## src/rtl/usb_port_ctrl_reg.sv

```systemverilog
module usb_port_ctrl_reg #(
  parameter int ADDR_W = 8,
  parameter int DATA_W = 32,
  parameter logic [ADDR_W-1:0] REG_ADDR = 8'h40
) (
  input  logic              clk,
  input  logic              rst_n,
  input  logic [ADDR_W-1:0] addr,
  input  logic              wr_en,
  input  logic [DATA_W-1:0] wr_data,
  output logic [DATA_W-1:0] rd_data,
  input  logic              wakeup_det,
  input  logic              disc_det,
  input  logic              susp_clr_req,
  input  logic              ovc_in,
  output logic              port_reset_o,
  output logic              port_suspend_o,
  output logic              resume_drive_o,
  output logic              phy_suspend_o
);
  localparam int B_ACT  = 4;
  localparam int B_CHG  = 5;
  localparam int B_RES  = 6;
  localparam int B_SUSP = 7;
  localparam int B_RST  = 8;
  localparam int B_CSTP = 9;

  logic rst_q, susp_q, res_q, chg_q, cstp_q;
  logic ovc_s1, ovc_s2, ovc_prev;

  wire sel_wr   = wr_en && (addr == REG_ADDR);
  wire susp_clr = wakeup_det | disc_det | susp_clr_req |
                  (sel_wr & wr_data[B_RST]) | (sel_wr & wr_data[B_RES]);
  wire ovc_edge = ovc_s2 ^ ovc_prev;

  always_ff @(posedge clk or negedge rst_n) begin
    if (!rst_n) begin
      rst_q    <= 1'b0;
      susp_q   <= 1'b0;
      res_q    <= 1'b0;
      chg_q    <= 1'b0;
      cstp_q   <= 1'b0;
      ovc_s1   <= 1'b0;
      ovc_s2   <= 1'b0;
      ovc_prev <= 1'b0;
    end else begin
      ovc_s1   <= ovc_in;
      ovc_s2   <= ovc_s1;
      ovc_prev <= ovc_s2;
      if (sel_wr) begin
        rst_q  <= wr_data[B_RST];
        cstp_q <= wr_data[B_CSTP];
      end
      if (susp_clr)                      susp_q <= 1'b0;
      else if (sel_wr && wr_data[B_SUSP]) susp_q <= 1'b1;
      if (disc_det)        res_q <= 1'b0;
      else if (wakeup_det) res_q <= 1'b1;
      else if (sel_wr)     res_q <= wr_data[B_RES];
      if (ovc_edge)                      chg_q <= 1'b1;
      else if (sel_wr && wr_data[B_CHG]) chg_q <= 1'b0;
    end
  end

  always_comb begin
    rd_data = '0;
    if (addr == REG_ADDR) begin
      rd_data[B_ACT]  = ovc_s2;
      rd_data[B_CHG]  = chg_q;
      rd_data[B_RES]  = res_q;
      rd_data[B_SUSP] = susp_q;
      rd_data[B_RST]  = rst_q;
      rd_data[B_CSTP] = cstp_q;
    end
  end

  assign port_reset_o   = rst_q;
  assign port_suspend_o = susp_q;
  assign resume_drive_o = res_q;
  assign phy_suspend_o  = cstp_q & susp_q;


  rst_hold_chk: assert property (@(posedge clk) disable iff (!rst_n)
    (port_reset_o && !sel_wr) |=> port_reset_o);

  susp_clear_chk: assert property (@(posedge clk) disable iff (!rst_n)
    (wakeup_det || disc_det || susp_clr_req) |=> !port_suspend_o);

  disc_stops_resume_chk: assert property (@(posedge clk) disc_det |=> !resume_drive_o);

  wake_starts_resume_chk: assert property (@(posedge clk) disable iff (!rst_n)
    (wakeup_det && !disc_det) |=> resume_drive_o);

  chg_edge_set_chk: assert property (@(posedge clk) disable iff (!rst_n)
    (ovc_s2 != ovc_prev) |=> rd_data[B_CHG] || (addr != REG_ADDR));

  phy_needs_susp_chk: assert property (@(posedge clk) disable iff (!rst_n)
    phy_suspend_o |-> port_suspend_o);
endmodule

```

## config.mk

```make
export PLATFORM = sky130hd
export DESIGN_NAME = usb_port_ctrl_reg
export DESIGN_NICKNAME = d
export VERILOG_FILES = /design/src/rtl/usb_port_ctrl_reg.sv
export SDC_FILE = /design/constraint.sdc
export NUM_CORES = 1
export LEC_CHECK = 0
export BUFFER_PORTS_ARGS = -buffer_cell sky130_fd_sc_hd__buf_2
export CAP_MARGIN = 20
export CELL_PAD_IN_SITES_DETAIL_PLACEMENT = 0
export CELL_PAD_IN_SITES_GLOBAL_PLACEMENT = 1
export CORE_ASPECT_RATIO = 0.6
export CORE_UTILIZATION = 21
export CTS_CLUSTER_DIAMETER = 40
export CTS_CLUSTER_SIZE = 25
export DETAILED_ROUTE_END_ITERATION = 8
export GPL_TIMING_DRIVEN = 0
export HOLD_SLACK_MARGIN = 0.03
export PLACE_DENSITY_LB_ADDON = 0.1
export SYNTH_ARGS = -nofsm -noshare
export SYNTH_HDL_FRONTEND = slang
export SYNTH_SLANG_ARGS = --single-unit
```

## constraint.sdc

```tcl
create_clock -name clk -period 1.45 [get_ports clk]
set_input_delay 0.0725 -clock clk [delete_from_list [all_inputs] [get_ports clk]]
set_output_delay 0.0725 -clock clk [all_outputs]
set_load 0.02 [all_outputs]
```

==> flow_summary.json <==
{
  "drc_errors": 0,
  "ant_nets": 0,
  "coreArea_sq_um": 2870,
  "worstHoldStart": "wr_data[9]",
  "die_h_microns": 44.5,
  "io_buffer_count": 29,
  "path_cells": "buf_2 > nor4b_4 > buf_6 > and3_2 > buf_2",
  "worstRegToRegCells": 2,
  "hpwl_microns": 1120,
  "maxSlewViolCount": 0,
  "path_clk_slew_ns": 0.04,
  "slowest_stage": "nor4b_4",
  "fill_cells": 307,
  "yosysWarnings": 0,
  "arrival_ns": 1.07,
  "avgViaCountPerCell": 3.35,
  "clkSinkCount": 8,
  "finalCritPeriodShare": 0.786,
  "grt.total_usage": 0.0832,
  "dieArea_sq_um": 3250,
  "r2r-end": "port_suspend_o",
  "post_cts_resized": 0,
  "cts_tree": "yes",
  "synth_seq_cells": 8,
  "critPathKind": "in2out",
  "ff2ff_setup_slack_ns": 0.54,
  "power_density_nw_per_um2": 695,
  "synth_fa_ha_area_frac": 0,
  "grt_antenna_before_repair": 0,
  "synthMuxAreaShare": 0.0237,
  "status": "finished clean",
  "drive_gt1_frac": 0.558,
  "critPathBufInv": 3,
  "cap_violations": 0,
  "syn_to_final_growth_pct": 57.3,
  "hold_end": "cstp_q",
  "peakVddDrop_mv": 0.292,
  "synth_top_family_by_area": "buffers and inverters",
  "synth_xor_area_frac": 0.0138,
  "grt_pass1_vias": 434,
  "synth.avg_cell_area_sq_um": 10.6,
  "initial_core_util": 0.220,
  "hold_viol": 0,
  "cts_htree_levels": 1,
  "drtIter0Drc": 18,
  "finalSetupTns_ns": 0,
  "fin_crit_ns": 1.14,
  "required_ns": 1.38,
  "ys_seq_area_frac": 0.316,
  "rsz0062_at_grt": "false",
  "routedWlPerCell_microns": 8.16,
  "setup.worst_path.end_class": "output pin",
  "nNetsFinal": 169,
  "cp_top_family": "simple AND/OR/NAND/NOR gates",
  "p_leak_nw": 0.603,
  "hold_path.class": "in2reg",
  "fmax_ghz": 0.878,
  "ys_top_cells_by_area": "dfrtp_1, buf_4, and3_1, nor4b_4, buf_6",
  "synth_simple_gate_area_share": 0.211,
  "io_pins": 83,
  "grt_pass1_wl_microns": 1910,
  "min_path_cells": 2,
  "clkLatencyLatePin_ns": 0.22,
  "start_kind": "input port",
  "globalplace.congestion": 0.621,
  "cts_root_buffer": "clkbuf_8",
  "wl_microns": 1320,
  "setup_violations": 0,
  "num_antenna_cells": 0,
  "hold_slack_ns": 0.0852,
  "vias": 543,
  "regToRegStartpoint": "port_suspend_o",
  "syn_area_sq_um": 633,
  "dr.pass1.iters": 6,
  "ys_types": 22,
  "yosysTopAreaCell": "dfrtp_1",
  "path_common_cell": "buf_2",
  "netlist_instances": 60,
  "grt_max_degree": 11,
  "hold_buffers": 3,
  "overflow": 0,
  "cts_buffers": 3,
  "clockBufferDepth": 2,
  "synth_compound_area_frac": 0.0791,
  "fin_skew_ns": 0.000120,
  "crit_fanout": 10,
  "die_w_microns": 72.9,
  "rows": 15,
  "cpPeakStageDelay_ns": 0.36,
  "synth_top_area_frac": 0.316,
  "post_cts_buffers": 0
}
==> how the worst max path moves through the flow <==
stage                     cells after the start  slack, ns         end    start
after floorplan                               4       0.42      cstp_q  addr[3]
after global placement                        5       0.24      cstp_q  addr[3]
after detailed placement                      5       0.20      cstp_q  addr[7]
after CTS                                     5       0.31  rd_data[7]  addr[7]
after global routing                          5       0.24  rd_data[7]  addr[7]
final                                         5       0.31  rd_data[5]  addr[7]
==> worst register-to-register path, cell delays in order (launching register included) <==
cell     delay [ns]
dfrtp_1        0.40
a41o_1         0.21
and4_1         0.19
==> cells in the mapped netlist <==
master and number:
a41oi_1 1, a21o_1 1, and2_1 1, xor2_1 1
buf_6 2, nor4_4 1, buf_4 26, nand4_1 2
conb_1 1, a41o_1 1, nor4b_4 1, mux2_4 1
a31o_2 1, inv_1 1, a21oi_1 1, dfrtp_1 8
nand3_4 1, a21bo_1 1, and3_2 2, nor2_1 1
and3_1 4, and4_1 1
==> kinds of logic after synthesis <==
group           after synthesis
xor+xnor                      1
mux                           1
compound gates                6
other cells                   1
buf+inv                      29
flops                         8
simple gates                 14
==> final cells by class <==
class,instances,area [sq um],area share
sequential,8,200,0.201
multi-input combinational,48,305,0.307
buffer,28,218,0.219
tap,42,52.6,0.0528
inverter,1,3.75,0.00377
clock buffer,3,41.3,0.0415
timing repair buffer,32,175,0.176
==> per-stage QoR <==
| stage | instance area [sq um] | instances | setup slack (ns) | utilization | power, W |
|---|---|---|---|---|---|
| floorplan | 727 | 85 | 0.424 | - | 0.000378 |
| global placement | 925 | 156 | 0.237 | 0.322 | 0.000423 |
| detailed placement | 925 | 156 | 0.202 | 0.322 | 0.000425 |
| CTS | 996 | 162 | 0.307 | 0.347 | 0.000695 |
| global route | 996 | 162 | 0.238 | 0.347 | 0.000722 |
| finish | 996 | 162 | 0.311 | 0.347 | 0.000692 |
==> placed cells by master, fill, tap and decap left out, drive strengths merged, types with 2 or more instances in the layout <==
| master | n |
|---|---|
| clkbuf | 3 |
| dlygate4sd3 | 3 |
| and3 | 6 |
| conb | 26 |
| dfrtp | 8 |
| nand4 | 2 |
| buf | 57 |
==> power by group <==
group,internal [W],switching [W]
clock network,0.000179,0.0000830
registers,0.000233,0.00000557
logic,0.0000863,0.000104
total,0.000499,0.000193
==> flip-flops by register name, indices dropped and copies added (netlist names) <==
name and flops:
resume_drive_o 1, ovc_prev 1, ovc_s1 1, port_reset_o 1, chg_q 1, cstp_q 1
port_suspend_o 1, ovc_s2 1
==> layer usage <==
| metal | vias to the layer above | part of all wire | track usage |
|---|---|---|---|
| li1 | 275 | - | - |
| met1 | 239 | 0.42 | 0.0908 |
| met2 | 29 | 0.49 | 0.146 |
| met3 | 0 | 0.092 | 0.0410 |
| met4 | 0 | 0 | 0.0235 |
| met5 | - | 0 | 0 |
Note: power is estimated with default switching activity, not from simulation.
